$ cat config.mk
export PLATFORM = sky130hd
export DESIGN_NAME = cfg_mailbox
export DESIGN_NICKNAME = d
export VERILOG_FILES = /design/src/rtl/cfgmb_pkg.sv /design/src/rtl/cfgmb_decode.sv /design/src/rtl/cfgmb_cmd.sv /design/src/rtl/cfg_mailbox.sv
export SDC_FILE = /design/constraint.sdc
export NUM_CORES = 1
export LEC_CHECK = 0
export CAP_MARGIN = 20
export CORE_UTILIZATION = 62
export CTS_CLUSTER_SIZE = 20
export DETAILED_ROUTE_END_ITERATION = 6
export DONT_BUFFER_PORTS = 1
export PLACE_DENSITY = 0.81
export SYNTH_ARGS = -nofsm -noshare
export SYNTH_HDL_FRONTEND = slang
export SYNTH_HIERARCHICAL = 1
export SYNTH_SLANG_ARGS = --single-unit
$ cat constraint.sdc
create_clock -name clk -period 5.9 [get_ports clk]
set_input_delay 0.295 -clock clk [delete_from_list [all_inputs] [get_ports clk]]
set_output_delay 0.295 -clock clk [all_outputs]
set_load 0.01 [all_outputs]
$ cat src/rtl/cfgmb_pkg.sv
package cfgmb_pkg;
  localparam int CMD_W = 32;
  localparam logic [CMD_W-1:0] CMD_SHUTDOWN = 32'hC080_0000;
  localparam logic [CMD_W-1:0] CMD_REBOOT   = 32'hC090_0000;
  localparam logic [CMD_W-1:0] CMD_KEEP_MASK = ~((32'h3 << 18) | (32'h1 << 31));
  localparam int STAT_DONE = 0;
  localparam int STAT_ERR  = 1;

  typedef struct packed {
    logic data;
    logic ctrl;
    logic stat;
  } mb_sel_t;
endpackage

$ cat src/rtl/cfgmb_decode.sv
module cfgmb_decode #(
  parameter int ADDR_W   = 12,
  parameter int OFF_DATA = 'hA0,
  parameter int OFF_CTRL = 'hA4,
  parameter int OFF_STAT = 'hA8
) (
  input  logic              enable,
  input  logic [ADDR_W-1:0] addr,
  output cfgmb_pkg::mb_sel_t sel
);
  always_comb begin
    sel.data = enable && (addr == ADDR_W'(OFF_DATA));
    sel.ctrl = enable && (addr == ADDR_W'(OFF_CTRL));
    sel.stat = enable && (addr == ADDR_W'(OFF_STAT));
  end
endmodule

$ cat src/rtl/cfgmb_cmd.sv
module cfgmb_cmd
  import cfgmb_pkg::*;
(
  input  logic             clk,
  input  logic             rst,
  input  logic             ctrl_we,
  input  logic             stat_we,
  input  logic [CMD_W-1:0] wdata,
  output logic [CMD_W-1:0] ctrl_q,
  output logic [1:0]       stat_q,
  output logic             shutdown_req,
  output logic             reboot_req
);
  logic [CMD_W-1:0] cmd_clean;
  logic             is_shut, is_boot;

  always_comb begin
    cmd_clean = wdata & ~(CMD_W'(32'h3) << 18);
    is_shut   = (cmd_clean == CMD_SHUTDOWN);
    is_boot   = (cmd_clean == CMD_REBOOT);
  end

  always_ff @(posedge clk) begin
    if (rst) begin
      ctrl_q       <= '0;
      stat_q       <= '0;
      shutdown_req <= 1'b0;
      reboot_req   <= 1'b0;
    end else begin
      shutdown_req <= ctrl_we && is_shut;
      reboot_req   <= ctrl_we && is_boot;
      if (ctrl_we) begin
        ctrl_q           <= cmd_clean & CMD_KEEP_MASK;
        stat_q[STAT_DONE] <= 1'b1;
        stat_q[STAT_ERR]  <= !(is_shut || is_boot);
      end else if (stat_we) begin
        stat_q <= wdata[1:0];
      end
    end
  end

  p_pulse_excl_r5: assert property (@(posedge clk) disable iff (rst)
    !(shutdown_req && reboot_req));
  p_shut_src_r5: assert property (@(posedge clk) disable iff (rst)
    shutdown_req |-> $past(ctrl_we));
  p_done_set_r4: assert property (@(posedge clk) disable iff (rst)
    ctrl_we |=> stat_q[STAT_DONE]);
  p_err_no_pulse_r4: assert property (@(posedge clk) disable iff (rst)
    (ctrl_we && !is_shut && !is_boot) |=> (stat_q[STAT_ERR] && !shutdown_req && !reboot_req));
  p_stripped_r3: assert property (@(posedge clk) disable iff (rst)
    ctrl_we |=> (ctrl_q[31] == 1'b0 && ctrl_q[19:18] == 2'b00));
endmodule

$ cat src/rtl/cfg_mailbox.sv
module cfg_mailbox
  import cfgmb_pkg::*;
#(
  parameter int ADDR_W   = 12,
  parameter int DATA_W   = 32,
  parameter int OFF_DATA = 'hA0,
  parameter int OFF_CTRL = 'hA4,
  parameter int OFF_STAT = 'hA8
) (
  input  logic              clk,
  input  logic              rst,
  input  logic              mbox_en,
  input  logic              wr_en,
  input  logic              rd_en,
  input  logic [ADDR_W-1:0] addr,
  input  logic [DATA_W-1:0] wdata,
  output logic [DATA_W-1:0] rdata,
  output logic              shutdown_req,
  output logic              reboot_req
);
  mb_sel_t          sel;
  logic [DATA_W-1:0] data_q;
  logic [CMD_W-1:0]  ctrl_q;
  logic [1:0]        stat_q;
  logic [DATA_W-1:0] rd_mux;

  cfgmb_decode #(
    .ADDR_W(ADDR_W), .OFF_DATA(OFF_DATA), .OFF_CTRL(OFF_CTRL), .OFF_STAT(OFF_STAT)
  ) u_dec (
    .enable(mbox_en), .addr(addr), .sel(sel)
  );

  cfgmb_cmd u_cmd (
    .clk(clk), .rst(rst),
    .ctrl_we(wr_en && sel.ctrl),
    .stat_we(wr_en && sel.stat),
    .wdata(CMD_W'(wdata)),
    .ctrl_q(ctrl_q), .stat_q(stat_q),
    .shutdown_req(shutdown_req), .reboot_req(reboot_req)
  );

  always_ff @(posedge clk) begin
    if (rst) data_q <= '0;
    else if (wr_en && sel.data) data_q <= wdata;
  end

  always_comb begin
    rd_mux = '0;
    if (sel.data) rd_mux = data_q;
    if (sel.ctrl) rd_mux = DATA_W'(ctrl_q);
    if (sel.stat) rd_mux = DATA_W'(stat_q);
  end

  always_ff @(posedge clk) begin
    if (rst) rdata <= '0;
    else     rdata <= rd_en ? rd_mux : '0;
  end

  p_off_quiet_r7: assert property (@(posedge clk) disable iff (rst)
    (wr_en && !mbox_en) |=> (!shutdown_req && !reboot_req && $stable(data_q)));
  p_rd_idle_r8: assert property (@(posedge clk) disable iff (rst)
    !rd_en |=> (rdata == '0));
  p_onehot_sel_r8: assert property (@(posedge clk) disable iff (rst)
    $onehot0({sel.data, sel.ctrl, sel.stat}));
endmodule

== Yosys cells after proc, flatten, opt, wreduce, memory -nomap -nowiden ==
Cells that the tools add are included.

* Equality and inequality tests: 5
* Multiplexer cells: 5
* Bitwise logic cells: 1
* Reductions and logical operators: 13

{| class="wikitable"
|+ Operator list
! kind !! number
|-
| $mux W32 || 2
|-
| $eq A30 B30 Y1 const B || 2
|-
| $eq A12 B8 Y1 const B || 3
|-
| $logic_and A1 B1 Y1 || 8
|-
| $mux W2 || 3
|-
| $reduce_or A3 Y1 || 1
|-
| $reduce_bool A2 Y1 || 1
|-
| $reduce_or A2 Y1 || 1
|-
| $logic_not A1 Y1 || 1
|-
| $logic_or A1 B1 Y1 || 1
|-
| $not A1 Y1 || 1
|}

* Bits in registers: 97
* Input port bits: 49
* Output and inout port bits: 34
* Word-level logic and storage cells: 31

== Longest topological paths before layout ==
* Depth after elaboration: 5
* Depth in mapped cells: 9
* Gate-level depth less buffers: 6

== Hierarchy ==
Netlist, hierarchy kept.

{| class="wikitable"
|+ Modules (own cells, without submodules)
! module !! times used !! cells each !! area each (um2) !! seq. area each (um2)
|-
| cfg_mailbox || 1 || 294 || 2768.9 || 1281.2
|-
| cfgmb_cmd || 1 || 121 || 1253.7 || 660.6
|-
| cfgmb_decode || 1 || 9 || 73.8 || 0.0
|}

== Least setup slack after synthesis ==
OpenSTA, ideal clock, no wires.

* Kind: input to register
* From: input addr[8]
* To: register u_cmd.ctrl_q[11]
* Setup time: 0.128 ns
* Arrival: 2.578 ns
* Data required time: 5.772 ns
* Slack: 3.194 ns
* Stages: 9
* Buffers on the path: 4
* Cells stage by stage: or4b_4 > nor4_1 > buf_2 > clkbuf_1 > and2_1 > buf_2 > buf_2 > mux2i_1 > nor2_1

{| class="wikitable"
|+ RTL lines
! item !! RTL line !! RTL
|-
| from (decl) || cfg_mailbox.sv:15 || <nowiki>input logic [ADDR_W-1:0] addr,</nowiki>
|-
| to (signal assigned) || cfgmb_cmd.sv:33 || <nowiki>ctrl_q <= cmd_clean & CMD_KEEP_MASK;</nowiki>
|-
| to (decl) || cfgmb_cmd.sv:9 || <nowiki>output logic [CMD_W-1:0] ctrl_q,</nowiki>
|}

==> results.yml <==
timing:
  finalSetupViolations: 0
  drv_slew: 0
  rsz0062_at_grt: "false"
  tns_ns: 0
  max_freq_mhz: 315
  slew_headroom_pct: 37.7
  finalCritPeriodShare_pct: 53.8
  max_slew.worst_pin.slew_ns: 0.934
  hold_viol_final: 0
  skew_ns: 0.00859
  post-route-min-period_ns: 3.18
yosys:
  synth_cell_types: 33
  synth_cells: 424
  netlist.area_leader.share_pct: 47.4
  avgSynthCellArea_um2: 9.66
  synthTopCellsByArea: "dfxtp_1, a21bo_2, mux2i_1"
  yosys.area.top_type: "dfxtp_1"
  yosys_warnings: 6
  ys_ff_latch: 97
  netlist_area_mm2: 0.00410
  synth-seq-area-share_pct: 47.4
grt:
  grt_usage_pct: 25.0
  grt_pass1_vias: 2781
  grt_max_degree: 97
  antenna_found_initial: 0
  grt_pass1_wl_um: 13900
  overflow: 0
placed_design:
  gp_congestion: 0.791
  dpl.hpwl_um: 4830
  placed_cells: 464
  port_buffers: 0
detailed_routing:
  wl_per_cell_um: 17.6
  drt_iter0_drc: 225
  firstDrtPassIters: 4
  via_count: 2918
  wl_met2_um: 3990
  top_layer: "met4"
  wl_met3_um: 595
  wirelength_um: 8500
  ant_nets: 0
  vias_per_cell: 6.03
  drc: 0
  wl_met1_um: 3770
clocking:
  clock_sink_count: 97
  clk-insertion-delay-late_ns: 0.35
  clockBufferDepth: 2
  htree_num_levels: 3
  clk_pin_slew_ns: 0.08
  numCtsBuffers: 9
  cts_tree: "done"
  cts_setup_buffers: 0
  cts-root-buf: "clkbuf_8"
worst_setup_path:
  worstRegToRegCells: 2
  critPathCapture: "u_cmd/shutdown_req"
  r2r_slack_ns: 4.99
  end_kind: "flip-flop"
  crit_arrival_ns: 3.43
  crit_chain: "or4b_4 > nor4_2 > buf_4 > and2_2 > nand2_1 > or4_1 > nor3_1"
  worst-setup-path-type: "in -> reg"
  crit_required_ns: 6.16
  cpPeakStageDelay_ns: 0.87
  reg2reg_from: "u_cmd/ctrl_q[1]"
  crit_buf_inv: 1
  cpLargestDelayFamily: "simple AND/OR/NAND/NOR gates"
  cp-startpoint: "addr[8]"
  cpMaxStageDelayCell: "and2_2"
  start_kind: "primary input"
  critPathMaxFanout: 65
  rr_endpoint: "rdata[1]"
  cp_num_cells: 7
floorplanning:
  placementRows: 29
  die_w_um: 83.3
  dieArea_mm2: 0.00694
  die_y_um: 83.3
  floorplan.initialDensity_pct: 64.5
  ios: 83
  core_mm2: 0.00635
layout:
  syn2layout_area_growth_pct: 3.67
  fin_cells: 484
  seq_area_mm2: 0.00194
  multi_input_area_mm2: 0.00195
  finalNetCount: 452
  drive_above_1_share_pct: 21.4
  diodes: 0
  fillerInstances: 529
  utilization_pct: 66.9
hold_path:
  min-delay-start: "rst"
  hold_class: "in -> reg"
run_status:
  status: "finished, final reports clean"
pwr:
  p_per_area_mw_per_mm2: 250
  power.leakage_nw: 1.27
  vdd_drop_max_uv: 184
flow_run:
  drv_cap: 0
==> worst reg2reg max path: cells and delay by family (launching register included) <==
family,cells,cell delay (ns)
AO/OA/AOI/OAI,2,0.46
flip-flops,1,0.33
==> power by group <==
group | internal, mW | leakage (nW) | switching (mW)
clock network | 0.175 | 0.0895 | 0.211
registers | 0.654 | 0.781 | 0.0000125
logic | 0.00726 | 0.397 | 0.0157
==> cells by family after synthesis <==
group / after synthesis / synth area share, %
other: 1 / 0.0915
flip-flops: 97 / 47.4
buffers and inverters: 45 / 5.62
multiplexers: 30 / 7.33
AO/OA/AOI/OAI: 102 / 19.5
AND/OR/NAND/NOR: 149 / 20.1
==> cells in the mapped netlist, drive strengths merged <==
cell type / instances
or3b: 1
or3: 1
mux2i: 30
nand2: 33
buf: 24
dfxtp: 97
or4b: 2
nand4: 1
a21oi: 67
nor2: 28
clkbuf: 17
nand2b: 2
nor4b: 2
a21bo: 32
nand3: 32
and2: 2
nand3b: 32
nor3: 2
or4: 3
nor4: 7
a221oi: 2
conb: 1
nand4bb: 1
inv: 4
o41a: 1
==> layer usage <==
metal / up-vias / GRT usage, %
li1: 1427 / -
met1: 1381 / 33.7
met2: 94 / 38.5
met3: 16 / 7.65
met4: 0 / 7.68
met5: - / 0
==> cells in the final DEF, fill, tap and decap left out, types with 2 or more instances in the layout <==
master and n:
nor4_1 4, a21oi_1 37, nand3_1 32, nor4b_1 2, nor2_1 28, nand3b_1 32
dlygate4sd3_1 4, a21oi_2 30, buf_4 2, mux2i_1 30, conb_1 3, dfxtp_1 97
a21bo_2 32, a221oi_1 2, inv_1 4, nand2_1 33, or4_1 2, clkbuf_1 2
nand2b_1 2, nor4_2 3, clkbuf_8 11
==> per-stage QoR <==
step,power (mW),hold slack (ns),worst slack [ns],instance area (um^2)
after floorplan,0.694,0.436,3.19,4100
after global placement,0.681,0.369,2.50,4010
after detailed placement,0.681,0.371,2.39,4010
after CTS,1.07,0.000351,2.75,4240
after global routing,1.10,0.00314,2.53,4250
final,1.06,0.00932,2.72,4250
==> cell type report <==
type | count | area share, %
clock buffer | 13 | 3.74
clock inverter | 2 | 0.324
multi-input combinational | 284 | 45.8
tap | 77 | 2.27
sequential | 97 | 45.7
timing repair buffer | 7 | 1.77
inverter | 4 | 0.354
==> timing repair <==
| action | 4_1_cts | 5_1_grt |
|---|---|---|
| resized for setup | 0 | 0 |
| hold endpoints to repair | 35 | 5 |
| hold buffers | 4 | 1 |
==> flip-flops by register name (all words and copies together), names as in the netlist <==
signal              flops
data_q                 32
rdata                  32
u_cmd/ctrl_q           29
u_cmd/stat_q            2
u_cmd/reboot_req        1
u_cmd/shutdown_req      1
==> how the worst min path moves through the flow <==
stage,to,slack (ns),depth (start not counted)
6_report,u_cmd/ctrl_q[25],0.009,1
5_1_grt,u_cmd/ctrl_q[25],0.003,1
4_1_cts,data_q[24],0.0004,1
3_5_place_dp,data_q[25],0.37,1
3_3_place_gp,data_q[25],0.37,1
2_1_floorplan,u_cmd/ctrl_q[23],0.44,2
Note: power is estimated with default switching activity, not from simulation.
